[src/rtl/irq_cond_pkg.sv]
package irq_cond_pkg;
  timeunit 1ns;
  timeprecision 100ps;

  localparam int ADDR_W = 3;

  // word map of the register port
  typedef enum logic [ADDR_W-1:0] {
    REG_TRIG   = 3'd0,
    REG_POL    = 3'd1,
    REG_FAST   = 3'd2,
    REG_EN_SET = 3'd3,
    REG_EN_CLR = 3'd4,
    REG_MASK   = 3'd5,
    REG_PEND   = 3'd6,
    REG_FVEC   = 3'd7
  } regSel_e;

  // strobes from control to datapath
  typedef struct packed {
    logic    wrTrig;
    logic    wrPol;
    logic    wrFast;
    logic    wrEnSet;
    logic    wrEnClr;
    logic    wrFvec;
    logic    rdStrobe;
    logic    rdFvec;
    regSel_e rdSel;
  } ctrlStb_t;
endpackage

[src/rtl/irq_cond_ctrl.sv]
module irq_cond_ctrl
  import irq_cond_pkg::*;
#(
  parameter int NUM_SRC = 32,
  localparam int ID_W   = $clog2(NUM_SRC)
) (
  input  logic              wrEn,
  input  logic              rdEn,
  input  logic [ADDR_W-1:0] addr,
  input  logic              ackEn,
  input  logic [ID_W-1:0]   ackId,
  output ctrlStb_t          stb,
  output logic [NUM_SRC-1:0] ackHit
);
  timeunit 1ns;
  timeprecision 100ps;

  localparam logic [ID_W:0] SRC_LIM = (ID_W+1)'(NUM_SRC);

  regSel_e sel;
  assign sel = regSel_e'(addr);

  always_comb begin
    stb          = '0;
    stb.wrTrig   = wrEn && (sel == REG_TRIG);
    stb.wrPol    = wrEn && (sel == REG_POL);
    stb.wrFast   = wrEn && (sel == REG_FAST);
    stb.wrEnSet  = wrEn && (sel == REG_EN_SET);
    stb.wrEnClr  = wrEn && (sel == REG_EN_CLR);
    stb.wrFvec   = wrEn && (sel == REG_FVEC);
    stb.rdStrobe = rdEn;
    stb.rdFvec   = rdEn && (sel == REG_FVEC);
    stb.rdSel    = sel;
  end

  // one-hot acknowledge decode, out-of-range indices are dropped
  always_comb begin
    ackHit = '0;
    if (ackEn && ({1'b0, ackId} < SRC_LIM)) ackHit[ackId] = 1'b1;
  end
endmodule

[src/rtl/irq_cond_dp.sv]
module irq_cond_dp
  import irq_cond_pkg::*;
#(
  parameter int NUM_SRC     = 32,
  parameter int NUM_EXT     = 4,
  parameter int DATA_W      = 32,
  parameter int SYNC_STAGES = 2
) (
  input  logic               clk,
  input  logic               rstN,
  input  ctrlStb_t           stb,
  input  logic [DATA_W-1:0]  wrData,
  input  logic [NUM_SRC-1:0] srcIn,
  input  logic [NUM_SRC-1:0] ackHit,
  output logic [DATA_W-1:0]  rdData,
  output logic [NUM_SRC-1:0] normReq,
  output logic               normIrq,
  output logic               fastIrq
);
  timeunit 1ns;
  timeprecision 100ps;

  logic [NUM_SRC-1:0] trigQ, polQ, fastQ, maskQ;
  logic [NUM_SRC-1:0] condNow, condPrev, edgeQ, edgeHit, edgeClr;
  logic [NUM_SRC-1:0] pendVec, activeVec, extAllow, wrBits;
  logic [DATA_W-1:0]  fvecQ, rdNext;

  assign wrBits = wrData[NUM_SRC-1:0];

  // per-source input conditioning
  for (genvar i = 0; i < NUM_SRC; i++) begin : g_src
    if (i < NUM_EXT) begin : g_ext
      logic [SYNC_STAGES-1:0] syncQ;
      always_ff @(posedge clk or negedge rstN) begin
        if (!rstN) syncQ <= '0;
        else       syncQ <= {syncQ[SYNC_STAGES-2:0], srcIn[i]};
      end
      assign condNow[i]  = syncQ[SYNC_STAGES-1] ^ polQ[i];
      assign extAllow[i] = 1'b1;
    end else begin : g_int
      assign condNow[i]  = srcIn[i];
      assign extAllow[i] = 1'b0;
    end
  end

  // configuration registers
  always_ff @(posedge clk or negedge rstN) begin
    if (!rstN) begin
      trigQ <= '0;
      polQ  <= '0;
      fastQ <= '0;
      maskQ <= '0;
      fvecQ <= '0;
    end else begin
      if (stb.wrTrig)  trigQ <= wrBits;
      if (stb.wrPol)   polQ  <= wrBits & extAllow;
      if (stb.wrFast)  fastQ <= wrBits;
      if (stb.wrEnSet) maskQ <= maskQ | wrBits;
      if (stb.wrEnClr) maskQ <= maskQ & ~wrBits;
      if (stb.wrFvec)  fvecQ <= wrData;
    end
  end

  // edge detection and sticky latch; a new edge beats a clear
  assign edgeHit = trigQ & condNow & ~condPrev;
  assign edgeClr = ackHit | (stb.rdFvec ? (fastQ & maskQ) : '0);

  always_ff @(posedge clk or negedge rstN) begin
    if (!rstN) begin
      condPrev <= '0;
      edgeQ    <= '0;
    end else begin
      condPrev <= condNow;
      edgeQ    <= (edgeHit | (edgeQ & ~edgeClr)) & trigQ;
    end
  end

  assign pendVec   = (trigQ & edgeQ) | (~trigQ & condNow);
  assign activeVec = pendVec & maskQ;
  assign fastIrq   = |(activeVec & fastQ);
  assign normReq   = activeVec & ~fastQ;
  assign normIrq   = |normReq;

  // registered read port
  always_comb begin
    rdNext = '0;
    case (stb.rdSel)
      REG_TRIG: rdNext[NUM_SRC-1:0] = trigQ;
      REG_POL:  rdNext[NUM_SRC-1:0] = polQ;
      REG_FAST: rdNext[NUM_SRC-1:0] = fastQ;
      REG_MASK: rdNext[NUM_SRC-1:0] = maskQ;
      REG_PEND: rdNext[NUM_SRC-1:0] = pendVec;
      REG_FVEC: rdNext              = fvecQ;
      default:  rdNext              = '0;
    endcase
  end

  always_ff @(posedge clk or negedge rstN) begin
    if (!rstN)             rdData <= '0;
    else if (stb.rdStrobe) rdData <= rdNext;
    else                   rdData <= '0;
  end
endmodule

[src/rtl/irq_src_cond.sv]
module irq_src_cond
  import irq_cond_pkg::*;
#(
  parameter int NUM_SRC     = 32,
  parameter int NUM_EXT     = 4,
  parameter int DATA_W      = 32,
  parameter int SYNC_STAGES = 2,
  localparam int ID_W       = $clog2(NUM_SRC)
) (
  input  logic               clk,
  input  logic               rstN,
  input  logic [NUM_SRC-1:0] srcIn,
  input  logic               wrEn,
  input  logic               rdEn,
  input  logic [ADDR_W-1:0]  addr,
  input  logic [DATA_W-1:0]  wrData,
  output logic [DATA_W-1:0]  rdData,
  input  logic               ackEn,
  input  logic [ID_W-1:0]    ackId,
  output logic               fastIrq,
  output logic               normIrq,
  output logic [NUM_SRC-1:0] normReq
);
  timeunit 1ns;
  timeprecision 100ps;

  ctrlStb_t           stb;
  logic [NUM_SRC-1:0] ackHit;

  irq_cond_ctrl #(.NUM_SRC(NUM_SRC)) i_ctrl (
    .wrEn   (wrEn),
    .rdEn   (rdEn),
    .addr   (addr),
    .ackEn  (ackEn),
    .ackId  (ackId),
    .stb    (stb),
    .ackHit (ackHit)
  );

  irq_cond_dp #(
    .NUM_SRC     (NUM_SRC),
    .NUM_EXT     (NUM_EXT),
    .DATA_W      (DATA_W),
    .SYNC_STAGES (SYNC_STAGES)
  ) i_dp (
    .clk     (clk),
    .rstN    (rstN),
    .stb     (stb),
    .wrData  (wrData),
    .srcIn   (srcIn),
    .ackHit  (ackHit),
    .rdData  (rdData),
    .normReq (normReq),
    .normIrq (normIrq),
    .fastIrq (fastIrq)
  );
endmodule

[config.mk]
export PLATFORM = sky130hd
export DESIGN_NAME = irq_src_cond
export DESIGN_NICKNAME = d
export VERILOG_FILES = /design/src/rtl/irq_cond_pkg.sv /design/src/rtl/irq_cond_ctrl.sv /design/src/rtl/irq_cond_dp.sv /design/src/rtl/irq_src_cond.sv
export SDC_FILE = /design/constraint.sdc
export NUM_CORES = 1
export LEC_CHECK = 0
export BUFFER_PORTS_ARGS = -buffer_cell sky130_fd_sc_hd__clkbuf_2
export CAP_MARGIN = 10
export CELL_PAD_IN_SITES_DETAIL_PLACEMENT = 0
export CELL_PAD_IN_SITES_GLOBAL_PLACEMENT = 1
export CORE_MARGIN = 3
export CORE_UTILIZATION = 46
export CTS_CLUSTER_DIAMETER = 150
export DETAILED_ROUTE_END_ITERATION = 16
export PLACE_DENSITY_LB_ADDON = 0.1
export RECOVER_POWER = 50
export SLEW_MARGIN = 20
export SYNTH_ARGS = -nofsm -noshare
export SYNTH_HDL_FRONTEND = slang
export SYNTH_SLANG_ARGS = --single-unit
[constraint.sdc]
create_clock -name clk -period 2.1 [get_ports clk]
set_clock_uncertainty 0.1 [all_clocks]
set_input_delay 0.105 -clock clk [delete_from_list [all_inputs] [get_ports clk]]
set_output_delay 0.105 -clock clk [all_outputs]
set_load 0.01 [all_outputs]
Word level (Yosys, flattened, before mapping). Index checks and enable logic that the tools add are counted.

Flip-flop bits (word level): 236. Bits in latches: 0. Bits in writable memories: 0. ROM bits: 0. Input bits: 77. Output and inout port bits: 66. Word-level logic and storage cells: 65. Memories: 0.

Add/sub/neg operators: 0. Multiply operators: 0. Div/mod/pow operators: 0. $lt $le $gt $ge: 2. Eq/ne operators: 7. Shift operators: 0. Mux-type cells: 8. Bitwise gates (word level): 24. Reductions and logical operators: 12.

Operators with widths (number): bitwise AND 32 bit (11); one-hot mux 32 bit (6 select lines) (1); two-way mux 32 bit (5); NOT 32 bit (5); bitwise OR 32 bit (4); OR reduction 32 bit (2); == test 3 bit (second input constant) (4); logical AND 1 bit (8); == test 3 x 2 -> 1 bit (second input constant) (2); less-than comparator 5 x 6 -> 1 bit (second input constant) (1); demux 1 bit (select 5 bit) (1); greater-or-equal comparator 5 x 1 -> 1 bit (second input constant) (1); XOR 1 bit (4); == test 3 x 1 -> 1 bit (second input constant) (1); zero test 3 bit (1); nonzero test 2 bit (1); two-way mux 1 bit (1).

Depth between registers and ports, before layout.
Depth in word-level cells: 10. Mapped depth: 8. Depth with buffers taken out: 5.

By module. From an unflattened synthesis, not the netlist that was laid out.

Cells, all modules: 956. Area total of the unflattened synthesis: 10969.3 um2.

Modules (own cells, without submodules): irq_cond_dp (times used 1, cells an instance 893, area an instance 10652.7 um2, seq. area each 5905.7 um2); irq_cond_ctrl (times used 1, cells an instance 63, area an instance 316.6 um2, seq. area each 0.0 um2).

Least setup slack after synthesis. Ideal clock, no wire load.

Kind: reg2out. From: register i_dp.g_src[2].g_ext.syncQ[1]. To: output normIrq. Data arrival time: 1.566 ns. Data required time: 1.895 ns. Setup slack: 0.329 ns. Stages on the path, launching flop included: 6. Path buffers: 0. Path through: dfrtp_1 xor2_2 mux2i_4 nor3b_2 or3_1 or3_1.

Cells in the longest elaborated chain, start to end: 6.

Ends and longest elaborated chain: start, declared (RTL line irq_cond_dp.sv:33) `logic [SYNC_STAGES-1:0] syncQ;`; start signal, assigned (RTL line irq_cond_dp.sv:36) `else syncQ <= {syncQ[SYNC_STAGES-2:0], srcIn[i]};`; XOR 1 bit (RTL line irq_cond_dp.sv:38) `assign condNow[i] = syncQ[SYNC_STAGES-1] ^ polQ[i];`; named net i_dp.condNow[2] (RTL line irq_cond_dp.sv:24) `logic [NUM_SRC-1:0] condNow, condPrev, edgeQ, edgeHit, edgeClr;`; bitwise AND 32 bit (RTL line irq_cond_dp.sv:78) `assign pendVec = (trigQ & edgeQ) | (~trigQ & condNow);`; bitwise OR 32 bit (RTL line irq_cond_dp.sv:78); bitwise AND 32 bit (RTL line irq_cond_dp.sv:79) `assign activeVec = pendVec & maskQ;`; bitwise AND 32 bit (RTL line irq_cond_dp.sv:81) `assign normReq = activeVec & ~fastQ;`; named net normReq[2] (RTL line irq_src_cond.sv:22) `output logic [NUM_SRC-1:0] normReq`; OR reduction 32 bit (RTL line irq_cond_dp.sv:82) `assign normIrq = |normReq;`; end, declared (RTL line irq_src_cond.sv:21) `output logic normIrq,`.

The timed path passes the listed nets, and every way through them passes these cells.

Worst setup path after layout.
From: register i_dp.trigQ[16]. To: output normIrq.

Cells in the longest elaborated chain, start to end: 6.

Ends and longest elaborated chain: start, declared (RTL line irq_cond_dp.sv:23) `logic [NUM_SRC-1:0] trigQ, polQ, fastQ, maskQ;`; start signal, assigned (RTL line irq_cond_dp.sv:55) `if (stb.wrTrig) trigQ <= wrBits;`; NOT 32 bit (RTL line irq_cond_dp.sv:78); bitwise AND 32 bit (RTL line irq_cond_dp.sv:78); bitwise OR 32 bit (*) (RTL line irq_cond_dp.sv:78); bitwise AND 32 bit (*) (RTL line irq_cond_dp.sv:79); bitwise AND 32 bit (*) (RTL line irq_cond_dp.sv:81); OR reduction 32 bit (*) (RTL line irq_cond_dp.sv:82).

Mark *: on every way between the ends. The rest lies on a longest branch, timed or not.

==> flow_metrics.env <==
export IMPL_status="complete, but fails checks"
export IMPL_violations="negative setup slack"
export IMPL_min_path_type="in -> reg"
export IMPL_antenna_left=0
export IMPL_period_needed_ns=2.78
export IMPL_gp_congestion=0.850
export IMPL_area_growth_pct=34.0
export IMPL_cp_top_family="simple AND/OR/NAND/NOR gates"
export IMPL_rsz0062_at_grt="yes"
export IMPL_die_h_um=157
export IMPL_synth_edf_count=0
export IMPL_first_iter_violations=863
export IMPL_vias=8889
export IMPL_worstReg2RegStart="i_dp.trigQ[11]"
export IMPL_synth_seq_cells=236
export IMPL_tightest_slew_ns=1.23
export IMPL_drc=0
export IMPL_ios=143
export IMPL_fin_crit_sh_pct=132
export IMPL_end_kind="output port"
export IMPL_avgRoutedWirePerCell_um=23.9
export IMPL_maxCapViolCount=0
export IMPL_grt_pass1_vias=8852
export IMPL_critPathKind="reg -> out"
export IMPL_synth_main_ff_cell="dfrtp_1"
export IMPL_fin_nets=1241
export IMPL_start_kind="flip-flop"
export IMPL_synth_cells=849
export IMPL_core_region_area_um2=22000
export IMPL_hold_end="i_dp.rdData[0]"
export IMPL_p_leak_nw=6.01
export IMPL_r2r_end="i_dp.rdData[11]"
export IMPL_num_antenna_cells=0
export IMPL_routed_via_density=6.08
export IMPL_fillCellCount=1809
export IMPL_max_stage_delay_ns=0.46
export IMPL_hold_violations=0
export IMPL_drt_wl_total_um=34900
export IMPL_slowest_stage="or3_4"
export IMPL_grt_pass1_wl_um=53100
export IMPL_async_flop_share_pct=100
export IMPL_grtUsageTotal_pct=28.3
export IMPL_ir_drop_mv=0.989
export IMPL_htree_levels=1
export IMPL_synth_area_um2=10400
export IMPL_place_area_um2=12200
export IMPL_grt_max_degree=57
export IMPL_worst_slack_ns=-0.677
export IMPL_required_ns=1.89
export IMPL_yosysWarnings=0
export IMPL_die_area_um2=24500
export IMPL_ctsLongestPathBuffers=3
export IMPL_setup_tns_ns=-1.16
export IMPL_p_per_area_nw_per_um2=1030
export IMPL_avgSynthCellArea_um2=12.3
export IMPL_maxSlewHeadroom_pct=18.2
export IMPL_cts_tree="built"
export IMPL_postSynthNetCount=926
export IMPL_setup_viol=5
export IMPL_antenna_found_initial=0
export IMPL_cts_clk_slew_worst_paths_ns=0.07
export IMPL_row_count=54
export IMPL_hp_start="addr[2]"
export IMPL_yosysUniqueCellTypes=45
export IMPL_drtPass1Iterations=6
export IMPL_critPathBufInv=2
export IMPL_r2r_slack_ns=0.19
export IMPL_initial_core_util_pct=47.4
export IMPL_hold_depth=4
export IMPL_crit_fanout=2
export IMPL_numPortBuffers=142
export IMPL_hpwl_um=22600
export IMPL_slew_violations=0
export IMPL_grt_overflow=0
export IMPL_cts_root_buf="clkbuf_16"
export IMPL_drive_gt1_share_pct=32.1
export IMPL_numCtsBuffers=27
export IMPL_final_cell_area_um2=14000
export IMPL_reg2regPathDepth=5
export IMPL_clock_latency_ns=0.54
export IMPL_critPathArrivalTime_ns=2.57
export IMPL_yosysSeqAreaShare_pct=56.6
export IMPL_max_freq_mhz=360
export IMPL_path_cells="mux2i_2 > nor3b_2 > nor4_2 > buf_4 > nand4_1 > or3_4 > clkbuf_2"
export IMPL_cts_sinks=236
export IMPL_die_w_um=157
worst reg2reg max path, delay by kind of cell, from the launching register on:
kind            cells  cell delay, ns
mux                 1            0.31
flops               1            0.37
buf+inv             1            0.60
simple gates        1            0.07
compound gates      2            0.33
worst max path at each step:
stage	startpoint	to	slack, ns	cells after the start
CTS	i_dp.trigQ[17]	normIrq	-0.61	7
floorplan	i_dp.g_src[2].g_ext.syncQ[1]	normIrq	0.33	5
finish	i_dp.trigQ[16]	normIrq	-0.68	7
global route	i_dp.trigQ[16]	normIrq	-0.71	7
global placement	i_dp.trigQ[18]	normIrq	-0.11	7
detailed placement	i_dp.trigQ[23]	normIrq	-0.16	7
cells in the mapped netlist (2+ instances only):
cell type,number,share of area [%]
nand3b_1,6,0.43
a31oi_1,32,1.9
or3_1,3,0.18
a211oi_1,2,0.14
dfrtp_1,236,57
or4_1,2,0.14
a221oi_1,6,0.50
and2_1,3,0.18
o22ai_1,19,1.1
clkbuf_1,16,0.58
mux2_1,2,0.22
a21boi_0,30,2.2
nand2b_1,34,2.0
o21ai_0,30,1.4
buf_1,2,0.072
a22oi_1,28,2.0
nor2_1,33,1.2
nor4_1,9,0.54
a21boi_1,2,0.14
xor2_2,2,0.31
or3b_2,3,0.25
buf_2,30,1.4
xor2_1,2,0.17
nand2_1,35,1.3
buf_4,4,0.29
o221ai_1,33,2.8
mux2i_4,2,0.43
a222oi_1,28,2.7
mux2_2,100,11
mux2i_1,29,2.8
a21oi_1,36,1.7
inv_1,2,0.072
nand3_1,5,0.24
nor3b_1,32,2.3
repair_timing:
item,CTS,global route
hold buffers,80,0
pin swaps,8,6
cloned,0,0
endpoints found under the setup margin,6,7
gates resized for setup,18,18
endpoints found under the hold margin,433,0
setup buffers,2,2
final cells by class:
type | count | area, um^2 | area share [%]
sequential | 236 | 5910 | 42.2
multi-input combinational | 559 | 4430 | 31.7
timing repair buffer | 338 | 2320 | 16.6
clock buffer | 35 | 756 | 5.41
tap | 280 | 350 | 2.51
clock inverter | 12 | 209 | 1.49
inverter | 2 | 7.51 | 0.0537
power breakdown:
group          internal, W  total, W  switching [W]
registers          0.00532   0.00592       0.000596
logic              0.00176   0.00338        0.00162
clock network      0.00315   0.00508        0.00193
cell families (layout without fill, tap and decap cells):
logic type | Yosys count | in the layout | synth area share, %
AOI/OAI and AO/OA | 248 | 248 | 16.8
DFF | 236 | 236 | 56.6
and+or+nand+nor | 174 | 174 | 9.42
muxes | 133 | 133 | 14.2
buffers and inverters | 54 | 387 | 2.45
xor gates and xnor gates | 4 | 4 | 0.480
layout by cell type, fill, tap and decap left out, types with 7 or more instances in the layout:
cell type and count:
nor2_1 31, nor3b_1 21, nand2_1 35, a22oi_1 28, mux2i_1 22, a222oi_1 28, mux2i_2 7, clkbuf_16 27
a31oi_1 32, a21oi_1 36, o21ai_0 29, a21boi_0 32, o221ai_1 32, dfrtp_1 236, buf_4 107, nor3b_2 12
mux2_2 100, dlygate4sd3_1 79, o22ai_1 17, clkbuf_1 68, nand2b_1 34, clkbuf_2 81
stage by stage:
stage | hold slack, ns | util (%) | cells | setup WS, ns | power [W]
final | 0.0581 | 63.5 | 1462 | -0.677 | 0.0144
after global routing | 0.101 | 63.5 | 1462 | -0.711 | 0.0150
after CTS | 0.0212 | 63.9 | 1460 | -0.607 | 0.0144
after detailed placement | -0.0560 | 55.4 | 1331 | -0.163 | 0.00902
after global placement | -0.0597 | 55.4 | 1331 | -0.112 | 0.00896
after floorplan | -0.291 | - | 849 | 0.329 | 0.00750
routing by layer:
layer,track usage [%],vias up,part of all wire (%)
li1,-,3902,-
met1,40.9,4512,42
met2,45.2,422,47
met3,4.31,53,8.2
met4,7.38,0,2.5
met5,0,-,0
Note: power is estimated with default switching activity, not from simulation.
